## src/rtl/msub_pkg.sv

```systemverilog
package msub_pkg;
   typedef struct packed {
      logic ovf;
      logic adv;
   } msub_flags_t;
endpackage

```

## src/rtl/msub_diff.sv

```systemverilog
module msub_diff #(
   parameter int W = 64
) (
   input  logic [W-1:0]             a,
   input  logic [W-1:0]             b,
   output logic [W-1:0]             diff,
   output msub_pkg::msub_flags_t    flags
);
   localparam int MSB = W - 1;

   logic [W-1:0] sign_mix;

   always_comb begin
      diff      = a - b;
      sign_mix  = (diff ^ a) & (a ^ b);
      flags.ovf = sign_mix[MSB];
      flags.adv = diff[MSB] ^ diff[MSB-1];
   end
endmodule

```

## src/rtl/msub_clamp.sv

```systemverilog
module msub_clamp #(
   parameter int W           = 64,
   parameter bit SAT_SUPPORT = 1'b1
) (
   input  logic         sat_en,
   input  logic         ovf,
   input  logic         a_sign,
   input  logic [W-1:0] diff,
   output logic [W-1:0] res
);
   localparam logic [W-1:0] POS_LIMIT = {1'b0, {(W-1){1'b1}}};
   localparam logic [W-1:0] NEG_LIMIT = {1'b1, {(W-1){1'b0}}};

   generate
      if (SAT_SUPPORT) begin : g_sat
         always_comb begin
            if (sat_en && ovf) res = a_sign ? NEG_LIMIT : POS_LIMIT;
            else               res = diff;
         end
      end else begin : g_wrap
         logic unused_ctl;
         assign unused_ctl = sat_en ^ ovf ^ a_sign;
         assign res        = diff;
      end
   endgenerate
endmodule

```

## src/rtl/msub_flag_reg.sv

```systemverilog
module msub_flag_reg #(
   parameter int W = 64
) (
   input  logic                  clk,
   input  logic                  rst_n,
   input  logic                  load,
   input  logic                  clr,
   input  logic [W-1:0]          res_d,
   input  msub_pkg::msub_flags_t flg_d,
   output logic                  vld_q,
   output logic [W-1:0]          res_q,
   output msub_pkg::msub_flags_t flg_q,
   output msub_pkg::msub_flags_t stk_q
);
   msub_pkg::msub_flags_t stk_base;

   always_comb stk_base = clr ? '0 : stk_q;

   always_ff @(posedge clk) begin
      if (!rst_n) begin
         vld_q <= 1'b0;
         res_q <= '0;
         flg_q <= '0;
         stk_q <= '0;
      end else begin
         vld_q <= load;
         if (load) begin
            res_q <= res_d;
            flg_q <= flg_d;
            stk_q <= stk_base | flg_d;
         end else begin
            stk_q <= stk_base;
         end
      end
   end

   // the accepted flags are always folded into the sticky copy
   p_sticky_ovf_r7: assert property (@(posedge clk) disable iff (!rst_n)
      load |=> (!flg_q.ovf || stk_q.ovf));
   p_sticky_adv_r7: assert property (@(posedge clk) disable iff (!rst_n)
      load |=> (!flg_q.adv || stk_q.adv));
   // a clear with no operation empties the sticky register
   p_clear_r8: assert property (@(posedge clk) disable iff (!rst_n)
      (clr && !load) |=> (stk_q == '0));
endmodule

```

## src/rtl/msub_sat_unit.sv

```systemverilog
module msub_sat_unit #(
   parameter int W           = 64,
   parameter bit SAT_SUPPORT = 1'b1
) (
   input  logic         clk,
   input  logic         rst_n,
   input  logic         in_valid,
   input  logic         sat_en,
   input  logic [W-1:0] minuend,
   input  logic [W-1:0] subtrahend,
   input  logic         sticky_clr,
   output logic         out_valid,
   output logic [W-1:0] result,
   output logic         ovf,
   output logic         adv,
   output logic         ovf_sticky,
   output logic         adv_sticky
);
   localparam int           MSB       = W - 1;
   localparam logic [W-1:0] POS_LIMIT = {1'b0, {(W-1){1'b1}}};
   localparam logic [W-1:0] NEG_LIMIT = {1'b1, {(W-1){1'b0}}};

   generate
      if (W < 4) begin : g_bad_width
         $error("msub_sat_unit: W must be at least 4");
      end
   endgenerate

   logic [W-1:0]          diff_w;
   logic [W-1:0]          res_w;
   msub_pkg::msub_flags_t flg_w;
   msub_pkg::msub_flags_t flg_q;
   msub_pkg::msub_flags_t stk_q;

   msub_diff #(.W(W)) u_diff (
      .a     (minuend),
      .b     (subtrahend),
      .diff  (diff_w),
      .flags (flg_w)
   );

   msub_clamp #(.W(W), .SAT_SUPPORT(SAT_SUPPORT)) u_clamp (
      .sat_en (sat_en),
      .ovf    (flg_w.ovf),
      .a_sign (minuend[MSB]),
      .diff   (diff_w),
      .res    (res_w)
   );

   msub_flag_reg #(.W(W)) u_regs (
      .clk   (clk),
      .rst_n (rst_n),
      .load  (in_valid),
      .clr   (sticky_clr),
      .res_d (res_w),
      .flg_d (flg_w),
      .vld_q (out_valid),
      .res_q (result),
      .flg_q (flg_q),
      .stk_q (stk_q)
   );

   assign ovf        = flg_q.ovf;
   assign adv        = flg_q.adv;
   assign ovf_sticky = stk_q.ovf;
   assign adv_sticky = stk_q.adv;

   // an accepted operation yields a valid output on the next cycle
   p_out_valid_r2: assert property (@(posedge clk) disable iff (!rst_n)
      in_valid |=> out_valid);
   // idle cycles leave the registered result and flags alone
   p_hold_r9: assert property (@(posedge clk) disable iff (!rst_n)
      !in_valid |=> ($stable(result) && $stable(ovf) && $stable(adv)));
   // a clamped result is one of the two signed limits
   p_clamp_r5: assert property (@(posedge clk) disable iff (!rst_n)
      (SAT_SUPPORT && in_valid && sat_en && flg_w.ovf)
      |=> (result == POS_LIMIT || result == NEG_LIMIT));
   // without overflow the stored result is the plain difference
   p_no_overflow_r3: assert property (@(posedge clk) disable iff (!rst_n)
      (in_valid && !flg_w.ovf) |=> (result == $past(minuend - subtrahend)));
endmodule

```

## config.mk

```make
export PLATFORM = sky130hd
export DESIGN_NAME = msub_sat_unit
export DESIGN_NICKNAME = d
export VERILOG_FILES = /design/src/rtl/msub_pkg.sv /design/src/rtl/msub_diff.sv /design/src/rtl/msub_clamp.sv /design/src/rtl/msub_flag_reg.sv /design/src/rtl/msub_sat_unit.sv
export SDC_FILE = /design/constraint.sdc
export NUM_CORES = 1
export LEC_CHECK = 0
export ABC_AREA = 1
export BUFFER_PORTS_ARGS = -buffer_cell sky130_fd_sc_hd__buf_4
export CAP_MARGIN = 20
export CORE_MARGIN = 1
export CORE_UTILIZATION = 50
export CTS_BUF_LIST = sky130_fd_sc_hd__clkbuf_4 sky130_fd_sc_hd__clkbuf_8
export DETAILED_ROUTE_END_ITERATION = 10
export GPL_ROUTABILITY_DRIVEN = 0
export PLACE_DENSITY_LB_ADDON = 0.2
export SLEW_MARGIN = 20
export SYNTH_ARGS = -nofsm -noshare
export SYNTH_HDL_FRONTEND = slang
export SYNTH_SLANG_ARGS = --single-unit
```

## constraint.sdc

```tcl
create_clock -name clk -period 1.7 [get_ports clk]
set_input_delay 0.085 -clock clk [delete_from_list [all_inputs] [get_ports clk]]
set_output_delay 0.085 -clock clk [all_outputs]
set_load 0.02 [all_outputs]
```

==> metrics, run 1 <==
outcome did not finish; terminating stage of the flow global routing (5_1_grt); first error in the log [ERROR DPL-0038] Utilization greater than 100%, impossible to legalize; area after detailed placement 0.0122 sq mm; worst endpoint pin kind register input; asr flop ratio synth 0; Synth Area per Inst 5.63 sq um; top-level I/O count 202; flop and latch count out of synthesis 69; initial standard-cell utilization of the core 0.522; cell total after placement 1,988; detailed placer's ending HPWL 25,600 microns; number of flops mapped to enable cells by yosys 0; clock tree buffer depth 2; minimum setup slack after placement -0.646 ns; post-synthesis instance area 0.00770 sq mm; width of the die 126 microns; root buffer cell clkbuf_8; input/output buffers 201; total nets after synthesis 1,564; largest net degree at the start of global routing 66; GRT repair_timing worst endpoint u_regs.res_q[10]$_SDFFE_PN0P_/D; total number of H-tree levels 3; Synth warnings 0; FP Rows 44; ys flop type dfxtp_1; count of mapped cells out of synthesis 1,367; part of the Yosys area used for sequential elements 0.179; CTS sink count 69; count of distinct cell types in the synthesized netlist 36; y dimension of the die 126 microns; number of buffers created by CTS 9
through the flow:
stage	util	TNS (ns)
after CTS	0.901	-6.42
after detailed placement	0.830	-37.89
after global placement	0.830	-29.52
after floorplan	-	-3.93
logic make-up after synthesis:
group                    Yosys count  synth area share
AND/OR/NAND/NOR                  674             0.363
AO/OA/AOI/OAI                    259             0.178
flip-flops                        69             0.179
adder cells (fa/ha/maj)           64             0.105
buffers and inverters            269             0.138
XOR/XNOR                          32            0.0364
timing repair:
item,in CTS
endpoints found under the hold margin,2
setup buffers,18
gates resized for setup,130
pin swaps,44
hold buffers,1
gates cloned,9
endpoints found under the setup margin,66
synth_stat cells, drive strengths merged, types with 14 or more instances:
library cell	number	area, sq um
nor3	14	70.1
nand2	406	1540
nor2	137	522
dfxtp	69	1380
nand3	80	418
o21bai	20	150
ha	63	788
a21oi	147	743
xor2	27	236
o21ai	84	420
inv	243	912
==> run 2, diff against run 1 <==
--- a/config.mk
+++ b/config.mk
@@ -9,11 +9,10 @@
 export BUFFER_PORTS_ARGS = -buffer_cell sky130_fd_sc_hd__buf_4
 export CAP_MARGIN = 20
 export CORE_MARGIN = 1
-export CORE_UTILIZATION = 50
-export CTS_BUF_LIST = sky130_fd_sc_hd__clkbuf_4 sky130_fd_sc_hd__clkbuf_8
+export CORE_UTILIZATION = 40
 export DETAILED_ROUTE_END_ITERATION = 10
 export GPL_ROUTABILITY_DRIVEN = 0
-export PLACE_DENSITY_LB_ADDON = 0.2
+export PLACE_DENSITY_LB_ADDON = 0.15
 export SLEW_MARGIN = 20
 export SYNTH_ARGS = -nofsm -noshare
 export SYNTH_HDL_FRONTEND = slang
==> constraint.sdc (replaced) <==
create_clock -name clk -period 2.2 [get_ports clk]
set_input_delay 0.11 -clock clk [delete_from_list [all_inputs] [get_ports clk]]
set_output_delay 0.11 -clock clk [all_outputs]
set_load 0.02 [all_outputs]
==> run 2 against run 1 <==
The flow now finishes without violations. Synthesized cell count unchanged. Synthesized area unchanged.
==> metrics, run 2 <==
part of the Yosys area used for sequential elements 0.179 (unchanged); worst-case reg-to-reg path depth 2; total power per unit cell area 513 mW/mm^2; final layout net count 1,952; Worst setup SP type input pin; highest clock frequency the design can meet 0.502 GHz; initial standard-cell utilization of the core 0.410 (-0.112); reg-to-reg critical path startpoint u_regs.res_q[10]$_SDFFE_PN0P_; gr usage total 0.283; Area Growth Syn to Fin 45.5%; share of post-route cells with drive strength above 1 0.247; area after detailed placement 0.0109 sq mm (-11%); antenna diode count 0; library cell appearing most often on the critical path nand2_2; clock latency at the later pin of the worst-skew pair 0.33 ns; share of the synthesized area in the top cell type 0.196 (unchanged); count of mapped cells out of synthesis 1,367 (unchanged); leftover overflow at the end of global routing 0; hold buffer count at cts 0 (-1); RSZ-0062 raised after global routing false; flop and latch count out of synthesis 69 (unchanged); crit-path leading delay family simple AND/OR/NAND/NOR gates; startpoint of the worst setup timing path minuend[26]; Synth warnings 0 (unchanged); top cells by area in the synthesized netlist nand2_1 (20%), dfxtp_1 (18%), inv_1 (12%), ha_1 (10%), a21oi_1 (9.4%); y dimension of the die 141 microns (+12%); Detailed Route WL 28,100 microns; maximum fanout count along the critical path 23; Most flops, register u_regs.res_q; number of hold violations in the final report 0; largest net degree at the start of global routing 66; count of distinct cell types in the synthesized netlist 36 (unchanged); number of buffers created by CTS 9 (unchanged); Pins Over Slew Limit 0; Crit path buffers/inverters 4; cell taking the most area after synthesis nand2_1; Max-cap violations 0; post-synthesis instance area 0.00770 sq mm (unchanged); critical path capture point type flop; total number of H-tree levels 3 (unchanged); Final Total Pwr 5.75 mW; number of global-route vias before repair 9,050; final setup violation count 0; WHS Path Cells 4; core outline area 0.0188 sq mm; shortest clock period the worst path allows after layout 1.99 ns; FP Rows 50 (+14%); number of flops mapped to enable cells by yosys 0 (unchanged); transition at the pin with the smallest max-transition slack 0.573 ns; VDD IR max 0.383 mV; root buffer cell clkbuf_16; CP Class input pin to flop; top-level I/O count 202 (unchanged); Synth Area per Inst 5.63 sq um (unchanged); commonest non-fill, non-tap cells in the layout nand2_1 (402), buf_4 (399), inv_1 (242); total nets after synthesis 1,564 (unchanged); outcome complete, no violations; area of the die 0.0198 sq mm; slowest stage delay, CP 0.32 ns; detailed placer's ending HPWL 24,000 microns (-6.0%); clock tree buffer depth 2 (unchanged); library cell with the highest instance count after synthesis nand2_1; CP Depth 17; average detailed-routed wire length per instance 14.1 microns; clk slew on worst S/H paths 0.06 ns; Via density 4.99; final design instance area without fill 0.0112 sq mm; startpoint of the tightest hold check path sticky_clr; Static Leak 6.24 nW; chain of cells forming the critical path buf_4 > ha_1 > nand2_1 > nor2_1 > inv_1 > nor2_2 > inv_1 > nor2_2 > nand2_1 > nand2_2 > nand2_2 > nand2_4 > nand2_2 > nand3_4 > buf_12 > nand3_1 > a21oi_1; asr flop ratio synth 0 (unchanged); clock tree from TritonCTS done; Slowest-stage cell, CP ha_1; DRT iter0 DRCs 742; area occupied by multi-input gates 0.00527 sq mm; width of the die 141 microns (+12%); final clock skew 0 ns; initial antenna violation count 0; input/output buffers 201 (unchanged); ys flop type dfxtp_1; max_slew headroom 0.618; global-route wire length before repair 44,400 microns; flip-flop count of the largest register after layout 64; CP Data Required Time 2.47 ns; DRC violations left 0; fill count 1,919; path category of the worst min-delay check input pin to flop; Post-synth top cells nand2_1 (402), inv_1 (242), a21oi_1 (145); most common cell after layout, fill and taps aside nand2_1; crit share post-route 0.906; via count 9,937; largest registers u_regs.res_q x64, u_regs.flg_q x2, u_regs.stk_q x2; CTS sink count 69 (unchanged); residual antenna-violating net count after detailed routing 0; sequential cell area 0.00138 sq mm; 1st-pass router iterations 5; crit path DAT 2.26 ns
-- run 2: per-stage QoR --
stage          cells  setup TNS [ns]  utilization  hold WS, ns  worst slack (ns)
2_1_floorplan   1367               0            -        0.285             0.294
3_3_place_gp    1978           -7.72        0.581        0.385            -0.157
3_5_place_dp    1978           -7.96        0.581        0.388            -0.161
4_1_cts         1993               0        0.597       0.0368             0.165
5_1_grt         1993               0        0.597       0.0596           0.00158
6_report        1993               0        0.597       0.0404             0.207
-- run 2: where the power goes --
| group | switching (mW) | internal (mW) | leakage [nW] |
|---|---|---|---|
| clock network | 0.560 | 0.870 | 0.138 |
| registers | 0.0842 | 1.38 | 0.573 |
| logic | 1.57 | 1.29 | 5.53 |
| total | 2.21 | 3.54 | 6.24 |
-- run 2: repair_timing --
item	4_1_cts	5_1_grt
gates resized for setup	0	3
endpoints found under the setup margin	0	28
setup buffers	0	0
-- run 2: cell families after synthesis --
kind of cell,synth area share
XOR/XNOR,0.0364
AO/OA/AOI/OAI,0.178
buffers and inverters,0.138
AND/OR/NAND/NOR,0.363
adder cells (fa/ha/maj),0.105
flip-flops,0.179
-- run 2: routing by layer --
layer / wire length [microns] / global-route usage
met1: 13000 / 0.397
met2: 11800 / 0.442
met3: 2660 / 0.0526
met4: 649 / 0.0778
met5: 0 / 0
-- run 2: layout make-up --
type                    count  area share
flip-flops and latches     69       0.123
multi-input cells        1029       0.470
well taps                 234      0.0261
clock buffers               9      0.0201
inverters                 243      0.0814
repair buffers            403       0.274
clock inverters             6     0.00569
-- run 2: worst min-delay path: stages --
cell	delay, ns
buf_4	0.07
inv_1	0.04
nand2_1	0.05
a21oi_1	0.05
-- run 2: path summary, 6_finish.rpt --
| kind | to | slack (ns) |
|---|---|---|
| worst max-delay path | u_regs.res_q[40]$_SDFFE_PN0P_ | 0.21 |
| worst min-delay path | u_regs.stk_q[1]$_SDFF_PN0_ | 0.04 |
| worst max register to register | u_regs.res_q[10]$_SDFFE_PN0P_ | 1.50 |
| worst min register to register | u_regs.stk_q[1]$_SDFF_PN0_ | 0.47 |
Power figures use the tool's default switching activity.
